### src/rtl/bcm_pkg.sv
package bcm_pkg;

  typedef enum logic [2:0] {
    ST_IDLE,
    ST_ADDR,
    ST_ASRT,
    ST_WACK,
    ST_WREL
  } seqState_e;

  // strobes from control to datapath
  typedef struct packed {
    logic loadReq;
    logic capture;
    logic driveAs;
    logic driveDs;
  } seqCtl_t;

endpackage

### src/rtl/bcm_datapath.sv
module bcm_datapath
  import bcm_pkg::*;
#(
  parameter int ADDR_W      = 24,
  parameter int DATA_W      = 16,
  parameter int MOD_W       = 6,
  parameter int LANE_W      = 2,
  parameter int SYNC_STAGES = 2
) (
  input  logic              clk,
  input  logic              rstN,
  input  seqCtl_t           ctl,
  input  logic [ADDR_W-1:0] reqAddr,
  input  logic [MOD_W-1:0]  reqMod,
  input  logic [LANE_W-1:0] reqLanes,
  input  logic              reqWrite,
  input  logic [DATA_W-1:0] reqWdata,
  input  logic [DATA_W-1:0] busDin,
  input  logic              dtackN,
  output logic [ADDR_W-1:0] busAddr,
  output logic [MOD_W-1:0]  busMod,
  output logic              busWriteN,
  output logic [DATA_W-1:0] busDout,
  output logic              asN,
  output logic [LANE_W-1:0] dsN,
  output logic [DATA_W-1:0] rdData,
  output logic              dtackLow,
  output logic              spaceWide
);

  localparam int SYNC_TOP = SYNC_STAGES - 1;

  logic [LANE_W-1:0]   laneQ;
  logic                writeQ;
  logic [SYNC_TOP:0]   syncQ;

  always_ff @(posedge clk or negedge rstN) begin
    if (!rstN) begin
      busAddr <= '0;
      busMod  <= '0;
      busDout <= '0;
      laneQ   <= '0;
      writeQ  <= 1'b0;
    end else if (ctl.loadReq) begin
      busAddr <= reqAddr;
      busMod  <= reqMod;
      busDout <= reqWdata;
      laneQ   <= reqLanes;
      writeQ  <= reqWrite;
    end
  end

  always_ff @(posedge clk or negedge rstN) begin
    if (!rstN) syncQ <= '1;
    else       syncQ <= {syncQ[SYNC_TOP-1:0], dtackN};
  end

  always_ff @(posedge clk or negedge rstN) begin
    if (!rstN)            rdData <= '0;
    else if (ctl.capture) rdData <= busDin;
  end

  assign dtackLow  = !syncQ[SYNC_TOP];
  assign spaceWide = (busMod[MOD_W-1 -: 2] == 2'b11);
  assign busWriteN = !writeQ;
  assign asN       = !ctl.driveAs;
  assign dsN       = ctl.driveDs ? ~laneQ : '1;

  // data strobes only after the address strobe was already low
  a_r2_ds_after_as: assert property (@(posedge clk) disable iff (!rstN)
    (dsN != '1) |-> $past(!asN));

  // no request is loaded while acknowledge is still held
  a_r10_load_needs_release: assert property (@(posedge clk) disable iff (!rstN)
    ctl.loadReq |-> !dtackLow);

endmodule

### src/rtl/bcm_ctrl.sv
module bcm_ctrl
  import bcm_pkg::*;
#(
  parameter int CNT_W = 8
) (
  input  logic             clk,
  input  logic             rstN,
  input  logic             reqValid,
  input  logic             dtackLow,
  input  logic             spaceWide,
  input  logic             cfgCoupled16,
  input  logic             cfgCoupled24,
  input  logic [CNT_W-1:0] cfgTimeout,
  output seqCtl_t          ctl,
  output logic             reqReady,
  output logic             done,
  output logic             timeout
);

  seqState_e        state, stateNext;
  logic [CNT_W-1:0] cnt;
  logic             coupled, expired, finOk, finTmo;

  assign coupled  = spaceWide ? cfgCoupled24 : cfgCoupled16;
  assign expired  = (cnt == cfgTimeout);
  assign reqReady = (state == ST_IDLE) && !dtackLow;

  always_comb begin
    stateNext = state;
    finOk     = 1'b0;
    finTmo    = 1'b0;
    unique case (state)
      ST_IDLE: if (reqValid && reqReady) stateNext = ST_ADDR;
      ST_ADDR: stateNext = ST_ASRT;
      ST_ASRT: stateNext = ST_WACK;
      ST_WACK: begin
        if (dtackLow) begin
          stateNext = coupled ? ST_WREL : ST_IDLE;
          finOk     = !coupled;
        end else if (expired) begin
          stateNext = ST_IDLE;
          finTmo    = 1'b1;
        end
      end
      ST_WREL: begin
        if (!dtackLow) begin
          stateNext = ST_IDLE;
          finOk     = 1'b1;
        end else if (expired) begin
          stateNext = ST_IDLE;
          finTmo    = 1'b1;
        end
      end
      default: stateNext = ST_IDLE;
    endcase
  end

  always_comb begin
    ctl.loadReq = (state == ST_IDLE) && reqValid && reqReady;
    ctl.capture = (state == ST_WACK) && dtackLow;
    ctl.driveAs = (state == ST_ASRT) || (state == ST_WACK) || (state == ST_WREL);
    ctl.driveDs = (state == ST_WACK);
  end

  always_ff @(posedge clk or negedge rstN) begin
    if (!rstN) begin
      state   <= ST_IDLE;
      cnt     <= '0;
      done    <= 1'b0;
      timeout <= 1'b0;
    end else begin
      state   <= stateNext;
      done    <= finOk;
      timeout <= finTmo;
      if (stateNext != state) cnt <= '0;
      else if (cnt != '1)     cnt <= cnt + 1'b1;
    end
  end

  // release-all frees every strobe on the acknowledge edge
  a_r4_release_together: assert property (@(posedge clk) disable iff (!rstN)
    (state == ST_WACK && dtackLow && !coupled) |=> (!ctl.driveAs && !ctl.driveDs && done));

  // coupled style keeps the address strobe after the acknowledge edge
  a_r5_coupled_hold: assert property (@(posedge clk) disable iff (!rstN)
    (state == ST_WACK && dtackLow && coupled) |=> (ctl.driveAs && !ctl.driveDs && !done));

  // the wait counter never passes the programmed limit
  a_r7_cnt_bound: assert property (@(posedge clk) disable iff (!rstN)
    (state == ST_WACK || state == ST_WREL) |-> (cnt <= cfgTimeout));

  // completion and abort are exclusive
  a_r11_exclusive: assert property (@(posedge clk) disable iff (!rstN)
    !(done && timeout));

  // done is a single-cycle pulse
  a_r11_done_pulse: assert property (@(posedge clk) disable iff (!rstN)
    done |=> !done);

endmodule

### src/rtl/strobe_cycle_master.sv
module strobe_cycle_master
  import bcm_pkg::*;
#(
  parameter int ADDR_W = 24,
  parameter int DATA_W = 16,
  parameter int CNT_W  = 8
) (
  input  logic              clk,
  input  logic              rstN,
  input  logic              reqValid,
  output logic              reqReady,
  input  logic [ADDR_W-1:0] reqAddr,
  input  logic [5:0]        reqMod,
  input  logic [1:0]        reqLanes,
  input  logic              reqWrite,
  input  logic [DATA_W-1:0] reqWdata,
  input  logic              cfgCoupled16,
  input  logic              cfgCoupled24,
  input  logic [CNT_W-1:0]  cfgTimeout,
  output logic [ADDR_W-1:0] busAddr,
  output logic [5:0]        busMod,
  output logic              busWriteN,
  output logic [DATA_W-1:0] busDout,
  input  logic [DATA_W-1:0] busDin,
  output logic              asN,
  output logic [1:0]        dsN,
  input  logic              dtackN,
  output logic [DATA_W-1:0] rdData,
  output logic              done,
  output logic              timeout
);

  seqCtl_t ctl;
  logic    dtackLow;
  logic    spaceWide;

  bcm_ctrl #(.CNT_W(CNT_W)) uCtrl (
    .clk(clk), .rstN(rstN), .reqValid(reqValid), .dtackLow(dtackLow),
    .spaceWide(spaceWide), .cfgCoupled16(cfgCoupled16), .cfgCoupled24(cfgCoupled24),
    .cfgTimeout(cfgTimeout), .ctl(ctl), .reqReady(reqReady),
    .done(done), .timeout(timeout)
  );

  bcm_datapath #(
    .ADDR_W(ADDR_W), .DATA_W(DATA_W), .MOD_W(6), .LANE_W(2), .SYNC_STAGES(2)
  ) uData (
    .clk(clk), .rstN(rstN), .ctl(ctl), .reqAddr(reqAddr), .reqMod(reqMod),
    .reqLanes(reqLanes), .reqWrite(reqWrite), .reqWdata(reqWdata),
    .busDin(busDin), .dtackN(dtackN), .busAddr(busAddr), .busMod(busMod),
    .busWriteN(busWriteN), .busDout(busDout), .asN(asN), .dsN(dsN),
    .rdData(rdData), .dtackLow(dtackLow), .spaceWide(spaceWide)
  );

endmodule

### config.mk
export PLATFORM = sky130hd
export DESIGN_NAME = strobe_cycle_master
export DESIGN_NICKNAME = d
export VERILOG_FILES = /design/src/rtl/bcm_pkg.sv /design/src/rtl/bcm_datapath.sv /design/src/rtl/bcm_ctrl.sv /design/src/rtl/strobe_cycle_master.sv
export SDC_FILE = /design/constraint.sdc
export NUM_CORES = 1
export LEC_CHECK = 0
export ABC_CLOCK_PERIOD_IN_PS = 3400
export BUFFER_PORTS_ARGS = -buffer_cell sky130_fd_sc_hd__buf_2
export CELL_PAD_IN_SITES_DETAIL_PLACEMENT = 1
export CELL_PAD_IN_SITES_GLOBAL_PLACEMENT = 1
export CORE_ASPECT_RATIO = 0.9
export CORE_UTILIZATION = 41
export DETAILED_ROUTE_END_ITERATION = 8
export PLACE_DENSITY_LB_ADDON = 0.25
export SKIP_LAST_GASP = 1
export SYNTH_ARGS = -nofsm -noshare
export SYNTH_HDL_FRONTEND = slang
export SYNTH_SLANG_ARGS = --single-unit
### constraint.sdc
create_clock -name clk -period 3.4 [get_ports clk]
set_input_delay 0.68 -clock clk [delete_from_list [all_inputs] [get_ports clk]]
set_output_delay 0.68 -clock clk [all_outputs]
set_load 0.01 [all_outputs]
**Yosys cells after proc, flatten, opt, wreduce, memory -nomap -nowiden**

Index checks and enable logic that the tools add are counted.

- Add/sub/neg operators: 1
- Equality and inequality tests: 8
- Multiplexer cells: 17
- Bitwise logic cells: 1
- Reduce and logical (&&, ||, !) cells: 13

Operators with widths:

| cell | number |
|---|---|
| $mux 8 | 2 |
| $mux 3 | 5 |
| $pmux 3 s5 | 1 |
| $add 8x1->8 const B | 1 |
| $eq 8x8->1 | 1 |
| $ne 8x8->1 const B | 1 |
| $eq 3x2->1 const B | 2 |
| $mux 1 | 6 |
| $logic_and 1x1->1 | 5 |
| $logic_not 1->1 | 4 |
| $pmux 1 s2 | 2 |
| $eq 3x1->1 const B | 1 |
| $eq 3x3->1 const B | 1 |
| $logic_not 3->1 | 1 |
| $ne 3x3->1 | 1 |
| $eq 2x2->1 const B | 1 |
| $logic_or 1x1->1 | 2 |
| $mux 2 | 1 |
| $not 2->2 | 1 |
| $reduce_bool 2->1 | 1 |

- Register bits: 80
- Bits of input ports: 79
- Output and inout bits: 69
- Logic and storage cells: 51

**Depth between registers and ports, before layout**

Gate-level depths: netlist (run 1).

- Depth after elaboration: 7
- Gate-level depth with buffers: 6
- Mapped depth without buffers: 6

**Cells and area by module**

A second synthesis (run 1) with hierarchy kept.

- Cell total of the unflattened synthesis: 233
- Area, all modules: 3385.7 sq um

By module, submodules not included:

| module | times used | cells an instance | area an instance (sq um) | seq. area each (sq um) |
|---|---|---|---|---|
| bcm_datapath | 1 | 145 | 2538.7 | 1679.1 |
| bcm_ctrl | 1 | 88 | 847.1 | 325.3 |

**Worst setup path after synthesis (run 1)**

No wires, ideal clock.

- Path type: in2reg
- Start: in cfgTimeout[6]
- End: reg uCtrl.cnt[0]
- Library setup time: 0.130 ns
- Arrival: 1.627 ns
- Data required time: 3.270 ns
- Slack: 1.643 ns
- Cell stages on the path: 5
- Path buffers: 0
- Cells stage by stage: xor2_1 -> nor4_4 -> a21oi_2 -> o22ai_4 -> nor2_1

- Word-level cells in the longest chain between the ends: 6
- Elaborated cells between the ends (all ways): 8
- Those cells by class: eq/ne: 2; mux: 5; reduce/logical: 1

RTL lines:

| what | RTL line | RTL |
|---|---|---|
| from (decl) | strobe_cycle_master.sv:19 | `input logic [CNT_W-1:0] cfgTimeout,` |
| $eq 8x8->1 * | bcm_ctrl.sv:25 | `assign expired = (cnt == cfgTimeout);` |
| $mux 3 * | bcm_ctrl.sv:40, bcm_ctrl.sv:49 |  |
| $mux 3 (on tied branches) | bcm_ctrl.sv:46, bcm_ctrl.sv:37 |  |
| $pmux 3 s5 * | bcm_ctrl.sv:32 | `unique case (state)` |
| $ne 3x3->1 * | bcm_ctrl.sv:75 | `if (stateNext != state) cnt <= '0;` |
| $mux 8 / $reduce_bool 2->1 (equally long branches) | -- |  |
| to (signal assigned) | bcm_ctrl.sv:76 | `else if (cnt != '1) cnt <= cnt + 1'b1;` |
| to (decl) | bcm_ctrl.sv:21 | `logic [CNT_W-1:0] cnt;` |

Every way passes the cells marked *; elsewhere a longest branch is shown, timed or not.
A chain may end at the register's enable or synchronous reset.

**Worst setup path after layout (run 1)**

- Start: reg uData.syncQ[1]
- End: out reqReady

- Word-level cells in the longest chain between the ends: 1

RTL lines:

| what | RTL line | RTL |
|---|---|---|
| from (decl) | bcm_datapath.sv:35 | `logic [SYNC_TOP:0] syncQ;` |
| from (signal assigned) | bcm_datapath.sv:55 | `else syncQ <= {syncQ[SYNC_TOP-1:0], dtackN};` |
| $logic_and 1x1->1 | bcm_ctrl.sv:26 | `assign reqReady = (state == ST_IDLE) && !dtackLow;` |
| to (decl) | strobe_cycle_master.sv:11 | `output logic reqReady,` |

Every way passes these cells.

==> results of run 1 <==
-- cell usage in the layout, fill, tap and decap left out, types with 2 or more instances in the layout --
cell	netlist	routed
dfstp_2	2	2
mux2_4	49	49
nor2_1	13	13
nor3_1	3	3
a31oi_1	2	2
a21oi_1	6	6
mux2_2	11	11
nor4_4	2	2
nand2_1	9	9
nand2b_1	2	2
mux2i_1	2	2
bufinv_16	0	3
o21ai_0	2	2
mux2_1	5	5
nand3_1	6	6
a211oi_2	3	3
clkbuf_8	1	9
buf_2	0	146
xor2_1	8	8
dfrtp_1	78	78
-- flip-flops by register name, indices dropped and copies added, names as in the netlist, 2 cells and up --
| register | flops |
|---|---|
| uData.busDout | 16 |
| uData.laneQ | 2 |
| uCtrl.state | 3 |
| uData.syncQ | 2 |
| uCtrl.cnt | 8 |
| uData.busAddr | 24 |
| uData.busMod | 6 |
| uData.rdData | 16 |
-- metal layers --
layer	up-vias	global-route usage (%)	part of all wire, %
li1	1108	-	-
met1	1155	23.3	45
met2	91	29.0	47
met3	9	5.03	6.6
met4	0	6.16	1.2
met5	-	0	0
-- per-stage QoR --
step	power (mW)	cells	util [%]
2_1_floorplan	2.61	233	-
3_3_place_gp	3.13	484	52.7
3_5_place_dp	3.19	484	52.7
4_1_cts	4.04	500	55.6
5_1_grt	4.25	500	55.6
6_report	3.99	500	55.6
-- how the worst min path moves through the flow --
| stage | slack, ps | endpoint | start | depth (start not counted) |
|---|---|---|---|---|
| after floorplan | 350 | uData.syncQ[1] | uData.syncQ[0] | 0 |
| after global placement | 350 | uData.syncQ[1] | uData.syncQ[0] | 0 |
| after detailed placement | 350 | uData.syncQ[1] | uData.syncQ[0] | 0 |
| after CTS | 350 | uData.syncQ[1] | uData.syncQ[0] | 0 |
| after global routing | 350 | uData.syncQ[1] | uData.syncQ[0] | 0 |
| final | 350 | uData.syncQ[1] | uData.syncQ[0] | 0 |
-- worst max-delay path: cells and delay by family (launching register included) --
family,cells,cell delay (ps)
AND/OR/NAND/NOR,2,380
buffers and inverters,1,150
flip-flops,1,630
-- report_power, final --
group          internal (mW)  switching, mW
registers               1.36          0.249
logic                  0.874          0.664
clock network          0.492          0.344
total                   2.73           1.26
-- kinds of logic after synthesis --
| logic type | count (synthesis) | synth area share (%) |
|---|---|---|
| AOI/OAI and AO/OA | 18 | 3.99 |
| muxes | 67 | 26.2 |
| DFF | 80 | 56.1 |
| adders and majority gates | 1 | 0.350 |
| and+or+nand+nor | 45 | 7.56 |
| xor gates and xnor gates | 10 | 2.66 |
| buffers and inverters | 12 | 3.22 |
-- layout make-up --
cell class,instances,area (µm²),area share [%]
clock buffer,10,128,2.78
clock inverter,6,115,2.51
inverter,1,3.75,0.0817
multi-input combinational,141,1460,31.8
sequential,80,2000,43.6
tap,115,144,3.13
timing repair buffer,147,738,16.1
==> summary.txt, run 1 <==
STA
  – Final hold slack: 347 ps
  – Tmin final: 2180 ps
  – Fmax: 460 MHz
  – RSZ-0062 raised after global routing: no
  – TNS Setup: 0 ps
  – Final Max Slew Viols: 0
  – Fin worst setup slack: 1220 ps
  – Clock skew: 8.82 ps
  – Tightest Pin Transition: 997 ps
  – Final period util: 64.0%
  – Final hold violation count: 0
  – Rel. slew slack: 33.6%
  – Final Setup Violations: 0

Global route
  – GRT overflow: 0
  – GRT Total Usage: 18.0%
  – Vias in the first global route: 2497
  – Largest net degree at the start of global routing: 81
  – First-pass GRT wire length: 12700 µm
  – Initial antenna violation count: 0

Clock tree
  – CTS tree: yes
  – Clock buffer depth: 2
  – Htree depth: 3
  – Post-CTS sizing: 0
  – Num Clock Sinks: 80
  – CTS root buf: clkbuf_8
  – Hold buffers post-CTS: 0
  – CTS buffer count: 9
  – Post-CTS setup buffers: 0
  – Clk pin slew, worst setup/hold paths: 80 ps
  – Clk_lat worst skew: 340 ps

Die
  – Die outline area: 0.00910 mm²
  – Initial Util: 43.3%
  – # rows: 31
  – Die X-Extent: 100 µm
  – Die height: 90.6 µm
  – Core Area: 0.00826 mm²
  – Top Ports: 148

Worst setup path
  – CP max stage cell: dfstp_2
  – Reg2reg start: uData.syncQ[1]
  – Worst path max stage delay: 630 ps
  – Worst setup SP type: flip-flop
  – WP data required: 2720 ps
  – Critical path class: reg -> out
  – Cells along the critical path: nor2b_4 -> and2_2 -> buf_2
  – R2r setup slk: 1280 ps
  – Critical Path AT: 1500 ps
  – RR Endpoint: uData.busMod[3]
  – End of the critical path: reqReady
  – Cell depth of the worst flop-to-flop path: 4
  – Crit end category: output pin
  – Setup crit start: uData.syncQ[1]
  – CP Max Fanout: 8

Yosys
  – Sequential area share after synthesis: 56.1%
  – Async set or reset register ratio after synthesis: 100%
  – Largest area contributor in the synthesized netlist: dfrtp_1
  – Syn Area/Cell: 15.3 µm²
  – Syn_nets: 313
  – Area of the mapped netlist: 0.00358 mm²
  – Post-synth top flop: dfrtp_1
  – Top-area cell type share of the netlist area: 54.6%
  – EDFF count, synth: 0
  – Cell count after synthesis: 233
  – Top cells by count, synth: dfrtp_1 (78), mux2_4 (49), nor2_1 (13)
  – Synth area leaders: dfrtp_1 (55%), mux2_4 (21%), mux2_2 (3.5%)
  – YS warnings: 0
  – Post-synthesis register bit count: 80
  – Netlist cell types: 39
  – Top-count cell post-synth: dfrtp_1

Placement
  – DP Worst Slack: 1290 ps
  – PortBufs: 147
  – Dpl hpwl: 5530 µm
  – DP Area: 0.00435 mm²
  – Routability cong.: 0.727

Drt
  – DRT Wirelength: 7580 µm
  – DR pass1 iterations: 3
  – Antenna Nets Post-Route: 0
  – Final routed DRC violation total: 0
  – Vias: 2363
  – Iter 0 DRT Violations: 58
  – Routed length per instance: 15.2 µm
  – DR vias/cell: 4.73

Run status
  – Status: finished, final reports clean

Finish
  – Area grow syn2layout: 28.5%
  – Layout cells sized above 1: 61.6%
  – Layout net count: 460
  – ANT cells: 0
  – Layout fillers: 905
  – Final non-filler cell area: 0.00459 mm²

Power
  – Worst VDD drop: 376 µV
  – Pwr/cell area: 868 mW/mm²
  – Leakage: 2.42 nW

Run
  – Max-Cap Viols: 0

Min path
  – Hold Crit Class: reg -> reg
(Power assumes the default switching activity.)
==> run 2, diff against run 1 <==
- ABC_CLOCK_PERIOD_IN_PS: 3400 -> 2000
- CORE_UTILIZATION: 41 -> 34
- clock period: 3.4 -> 2 ns (I/O delays scaled with it)
==> summary.txt, run 2 (synthesis results as in run 1) <==
Run status
  – Status: finished, final reports clean (unchanged)

Clock tree
  – Clk pin slew, worst setup/hold paths: 60 ps (was 80 ps)
  – Clock buffer depth: 2 (unchanged)
  – Clk_lat worst skew: 330 ps (was 340 ps)
  – CTS buffer count: 9 (unchanged)
  – CTS root buf: clkbuf_16 (was clkbuf_8)
  – Num Clock Sinks: 80 (unchanged)
  – Htree depth: 3 (unchanged)
  – Hold buffers post-CTS: 0 (unchanged)
  – Post-CTS sizing: 0 (unchanged)
  – CTS tree: yes (unchanged)
  – Post-CTS setup buffers: 0 (unchanged)

Worst setup path
  – Critical Path AT: 1480 ps (was 1500 ps)
  – Crit end category: output pin (unchanged)
  – CP Max Fanout: 8 (unchanged)
  – Critical path class: reg -> out (unchanged)
  – WP data required: 1600 ps (was 2720 ps)
  – R2r setup slk: 190 ps (was 1280 ps)
  – Worst setup SP type: flip-flop (unchanged)

STA
  – Final period util: 93.9%
  – Final hold violation count: 0 (unchanged)
  – Fin worst setup slack: 122 ps (was 1220 ps)
  – Fmax: 532 MHz
  – TNS Setup: 0 ps (unchanged)
  – Rel. slew slack: 69.1% (was 33.6%)
  – Final Max Slew Viols: 0 (unchanged)
  – Clock skew: 6.40 ps (was 8.82 ps)
  – Tightest Pin Transition: 464 ps (was 997 ps)
  – Tmin final: 1880 ps
  – Final Setup Violations: 0 (unchanged)
  – RSZ-0062 raised after global routing: no (unchanged)

Drt
  – Final routed DRC violation total: 0 (unchanged)
  – Routed length per instance: 15.6 µm (was 15.2 µm)
  – DR pass1 iterations: 6 (was 3)
  – DRT Wirelength: 8110 µm (was 7580 µm)
  – Vias: 2416 (was 2363)
  – Antenna Nets Post-Route: 0 (unchanged)
  – Iter 0 DRT Violations: 82 (was 58)
  – DR vias/cell: 4.65 (was 4.73)

Placement
  – Routability cong.: 0.726 (was 0.727)
  – Dpl hpwl: 5940 µm (was 5530 µm)
  – DP Worst Slack: 213 ps (was 1290 ps)
  – PortBufs: 147 (unchanged)
  – Placed cells: 504 (was 484)

Finish
  – Fin cells: 520 (was 500)
  – Layout fillers: 1086 (was 905)
  – Area grow syn2layout: 34.0% (was 28.5%)
  – Max reg flops: 24 (unchanged)
  – Finished Core Util: 46.8% (was 55.6%)
  – Layout cells sized above 1: 62.4% (was 61.6%)
  – Regs by FF count: uData.busAddr (24), uData.busDout (16), uData.rdData (16) (unchanged)
  – Biggest register: uData.busAddr (unchanged)
  – ANT cells: 0 (unchanged)
  – Layout net count: 466 (was 460)
  – Most frequent cells in the layout: buf_2 (146), dfrtp_1 (78), mux2_4 (49) (unchanged)
  – Most common cell after layout, fill and taps aside: buf_2 (unchanged)

Die
  – Core Area: 0.0102 mm² (was 0.00826 mm²)
  – Die height: 99.3 µm (was 90.6 µm)
  – Initial Util: 34.9% (was 43.3%)
  – Top Ports: 148 (unchanged)
  – # rows: 35 (was 31)
  – Die X-Extent: 110 µm (was 100 µm)
  – Die outline area: 0.0109 mm² (was 0.00910 mm²)

Global route
  – Vias in the first global route: 2562 (was 2497)
  – GRT Total Usage: 15.7% (was 18.0%)
  – Initial antenna violation count: 0 (unchanged)
  – Largest net degree at the start of global routing: 81 (unchanged)
  – GRT overflow: 0 (unchanged)
  – First-pass GRT wire length: 12900 µm (was 12700 µm)

Power
  – Post-layout power: 7.20 mW (was 3.99 mW)
  – Leakage: 2.50 nW (was 2.42 nW)
  – Worst VDD drop: 661 µV (was 376 µV)
  – Pwr/cell area: 1500 mW/mm² (was 868 mW/mm²)

Min path
  – Hold Crit Class: in -> async (was reg -> reg)

Run
  – Max-Cap Viols: 0 (unchanged)
[run 2: worst max-delay path, cell delays in order (launching register included)]
cell and delay (ps):
dfstp_2 620, nor2b_4 180, and2_2 190, buf_2 160
[run 2: path summary, 6_finish.rpt]
path                                start  cells after the start          endpoint
min in group clk                   dtackN                      1    uData.syncQ[0]
max reg2reg                uData.syncQ[1]                      5  uData.busAddr[0]
max in group asynchronous            rstN                      2  uData.busAddr[6]
min reg2reg                uData.syncQ[0]                      0    uData.syncQ[1]
min                                  rstN                      2      uCtrl.cnt[2]
max                        uData.syncQ[1]                      3          reqReady
[run 2: area by class of cell]
type	instances	area, µm²	share of cell area (%)
Sequential cell	80	2000	41.8
Clock buffer	9	225	4.70
Timing Repair Buffer	153	833	17.4
Clock inverter	7	104	2.17
Multi-Input combinational cell	141	1460	30.5
Tap cell	129	161	3.37
Inverter	1	3.75	0.0783
[run 2: power breakdown]
| part | internal, mW | switching, mW | total, mW |
|---|---|---|---|
| Sequential | 2.33 | 0.419 | 2.74 |
| Combinational | 1.52 | 1.16 | 2.67 |
| Clock | 1.11 | 0.676 | 1.78 |
| Total | 4.95 | 2.25 | 7.20 |
[run 2: stage by stage]
stage	cell area, µm²	hold slack, ps
floorplan	3580	104
finish	4790	59.1
CTS	4790	120
detailed placement	4460	349
global route	4790	112
global placement	4460	348
[run 2: layer usage]
| metal | up-vias | global-route usage, % | wire length [µm] |
|---|---|---|---|
| met1 | 1203 | 18.6 | 3320 |
| met5 | - | 0 | 0 |
| met4 | 0 | 6.17 | 148 |
| li1 | 1126 | - | - |
| met3 | 11 | 4.52 | 543 |
| met2 | 76 | 26.5 | 4100 |
==> run 3, diff against run 2 <==
- CORE_UTILIZATION: 34 -> 33
- SYNTH_HIERARCHICAL: default -> 1
==> summary.txt, run 3 <==
Min path
  – Hold Crit Class: in -> async (unchanged)

Finish
  – Layout cells sized above 1: 64.2% (was 62.4%)
  – Most frequent cells in the layout: buf_2 (146), dfrtp_1 (76), mux2_2 (55) (was buf_2 (146), dfrtp_1 (78), mux2_4 (49))
  – Regs by FF count: uData/busAddr (24), uData/busDout (16), uData/rdData (16) (was uData.busAddr (24), uData.busDout (16), uData.rdData (16))
  – Fin cells: 520 (unchanged)
  – Biggest register: uData/busAddr (was uData.busAddr)
  – Max reg flops: 24 (unchanged)
  – Finished Core Util: 47.0% (was 46.8%)
  – ANT cells: 0 (unchanged)
  – Layout net count: 469 (was 466)
  – Area grow syn2layout: 36.5% (was 34.0%)
  – Most common cell after layout, fill and taps aside: buf_2 (unchanged)
  – Final non-filler cell area: 0.00462 mm² (was 0.00479 mm²)

Die
  – Core Area: 0.00983 mm² (was 0.0102 mm²)
  – # rows: 34 (was 35)
  – Top Ports: 148 (unchanged)
  – Die height: 98.1 µm (was 99.3 µm)
  – Initial Util: 34.5% (was 34.9%)
  – Die X-Extent: 109 µm (was 110 µm)
  – Die outline area: 0.0107 mm² (was 0.0109 mm²)

Global route
  – Largest net degree at the start of global routing: 42 (was 81)
  – Vias in the first global route: 2680 (was 2562)
  – Initial antenna violation count: 1 (was 0)
  – GRT overflow: 0 (unchanged)
  – GRT Total Usage: 16.2% (was 15.7%)
  – First-pass GRT wire length: 13200 µm (was 12900 µm)

Power
  – Comb pwr share: 35.8% (was 37.1%)
  – Leakage: 2.26 nW (was 2.50 nW)
  – Net Sw Power: 2.19 mW (was 2.25 mW)
  – Sw frac: 32.1% (was 31.2%)
  – Share of power burned in registers: 40.0% (was 38.1%)
  – Worst VDD drop: 546 µV (was 661 µV)
  – Cell Int Power: 4.63 mW (was 4.95 mW)
  – Pwr/cell area: 1480 mW/mm² (was 1500 mW/mm²)
  – Clock power share: 24.2% (was 24.8%)

STA
  – Final Max Slew Viols: 0 (unchanged)
  – Final hold violation count: 0 (unchanged)
  – TNS Setup: 0 ps (unchanged)
  – Final period util: 90.4% (was 93.9%)
  – RSZ-0062 raised after global routing: no (unchanged)
  – Tmin final: 1810 ps (was 1880 ps)
  – Fmax: 553 MHz (was 532 MHz)
  – Tightest Pin Transition: 530 ps (was 464 ps)
  – Rel. slew slack: 64.7% (was 69.1%)
  – Clock skew: 9.22 ps (was 6.40 ps)
  – Final Setup Violations: 0 (unchanged)

Placement
  – DP Area: 0.00431 mm² (was 0.00446 mm²)
  – Placed cells: 504 (unchanged)
  – Routability cong.: 0.707 (was 0.726)
  – PortBufs: 147 (unchanged)
  – Dpl hpwl: 6000 µm (was 5940 µm)

Clock tree
  – CTS tree: yes (unchanged)
  – Clock buffer depth: 2 (unchanged)
  – Num Clock Sinks: 80 (unchanged)
  – Clk pin slew, worst setup/hold paths: 60 ps (about the same)
  – Hold buffers post-CTS: 0 (unchanged)
  – CTS root buf: clkbuf_16 (unchanged)
  – CTS buffer count: 9 (unchanged)
  – Htree depth: 3 (unchanged)
  – Clk_lat worst skew: 330 ps (about the same)

Drt
  – DR vias/cell: 4.59 (was 4.65)
  – DR pass1 iterations: 4 (was 6)
  – Vias: 2386 (was 2416)
  – Antenna Nets Post-Route: 0 (unchanged)
  – Iter 0 DRT Violations: 40 (was 82)
  – Final routed DRC violation total: 0 (unchanged)
  – Routed length per instance: 15.2 µm (was 15.6 µm)
  – DRT Wirelength: 7920 µm (was 8110 µm)

Yosys
  – Synth area leaders: dfrtp_1 (58%), mux2_2 (18%), mux2_4 (4.4%) (was dfrtp_1 (55%), mux2_4 (21%), mux2_2 (3.5%))
  – Top-count cell post-synth: dfrtp_1 (unchanged)
  – Syn Area/Cell: 14.5 µm² (was 15.3 µm²)
  – Largest area contributor in the synthesized netlist: dfrtp_1 (unchanged)
  – Async set or reset register ratio after synthesis: 100% (unchanged)
  – EDFF count, synth: 0 (unchanged)
  – Area of the mapped netlist: 0.00339 mm² (was 0.00358 mm²)
  – Cell count after synthesis: 233 (unchanged)
  – Sequential area share after synthesis: 59.2% (was 56.1%)
  – Syn_nets: 313 (unchanged)
  – Post-synth top flop: dfrtp_1 (unchanged)
  – Top cells by count, synth: dfrtp_1 (78), mux2_2 (55), xor2_1 (12) (was dfrtp_1 (78), mux2_4 (49), nor2_1 (13))
  – Top-area cell type share of the netlist area: 57.6% (was 54.6%)
  – Post-synthesis register bit count: 80 (unchanged)
  – YS warnings: 6 (was 0)
  – Netlist cell types: 40 (was 39)

Run status
  – Status: finished, final reports clean (unchanged)

Worst setup path
  – CP Max Fanout: 10 (was 8)
  – Critical Path AT: 1410 ps (was 1480 ps)
  – Crit end category: output pin (unchanged)
  – Worst setup SP type: flip-flop (unchanged)
  – Critical path class: reg -> out (unchanged)
  – WP data required: 1600 ps (about the same)

Run
  – Max-Cap Viols: 0 (unchanged)
## run 3: cell count changes in the layout (fill, tap and decap cells not counted), moves of 3 or more
| cell | before | now |
|---|---|---|
| xor2_1 | 8 | 12 |
| mux2_4 | 49 | 10 |
| mux2_1 | 5 | 0 |
| nand3_1 | 6 | 3 |
| a211oi_2 | 3 | 0 |
| nor3_1 | 3 | 0 |
| mux2_2 | 11 | 55 |
| a21oi_1 | 6 | 2 |
| inv_1 | 1 | 5 |
| nor2_2 | 0 | 6 |
| nor2_1 | 13 | 10 |
## run 3: area by class of cell
cell class              count  area (µm²)
fillers                  1087        5210
inverters                   5        18.8
clock buffers               9         225
well taps                 126         158
repair buffers            154         828
clock inverters             7        78.8
flip-flops and latches     80        2010
multi-input cells         139        1310
## run 3: timing repair
item | in CTS | in global routing
buffers inserted | 0 | 0
gates resized for setup | 0 | 4
setup endpoints to repair | 0 | 3
## run 3: power by group through the flow
stage               combinational (mW)  clock [mW]  sequential (mW)
floorplan                         1.14           0             3.02
global placement                  2.42           0             2.72
detailed placement                2.48           0             2.76
CTS                               2.49        1.72             2.74
global route                      2.69        1.77             2.84
finish                            2.44        1.65             2.73
## run 3: worst max-delay path: stages (launching register included)
cell and delay [ps]:
dfrtp_1 510, nor3b_2 220, buf_4 150, nand2_1 50
buf_2 140
## run 3: cells by family (layout without fill, tap and decap cells)
kind of cell               after synthesis  count (layout)  share of synthesized area [%]
buffers and inverters                   14             175                           2.96
xor gates and xnor gates                12              12                           3.10
muxes                                   68              68                           23.6
adders and majority gates                1               1                          0.369
AOI/OAI and AO/OA                       17              17                           3.84
DFF                                     80              80                           59.2
and+or+nand+nor                         41              41                           6.91
## run 3: per-layer routing
| metal | global-route usage [%] | wire length, µm | vias to the layer above |
|---|---|---|---|
| li1 | - | - | 1128 |
| met1 | 19.2 | 3220 | 1150 |
| met2 | 27.2 | 3850 | 95 |
| met3 | 5.41 | 730 | 11 |
| met4 | 5.61 | 102 | 2 |
| met5 | 0 | 13 | - |
## run 3: path summary, 6_finish.rpt
check	start	end	slack, ps	cells after the start
max	uCtrl/state[2]	dsN[1]	190	4
min reg2reg	uData/syncQ[0]	uData/syncQ[1]	360	0
max reg2reg	uData/syncQ[1]	uData/busMod[0]	220	5
min in group clk	dtackN	uData/syncQ[0]	160	1
max in group asynchronous	rstN	uData/busMod[0]	1340	2
min	rstN	uData/busAddr[12]	40	1
## run 3: metrics by stage
| step | power, mW | hold slack [ps] | setup slack [ps] |
|---|---|---|---|
| floorplan | 4.16 | 104 | 52.1 |
| global placement | 5.14 | 356 | 279 |
| detailed placement | 5.24 | 348 | 220 |
| CTS | 6.95 | 54.8 | 21.7 |
| global route | 7.30 | 83.8 | 56.5 |
| finish | 6.83 | 40.8 | 191 |
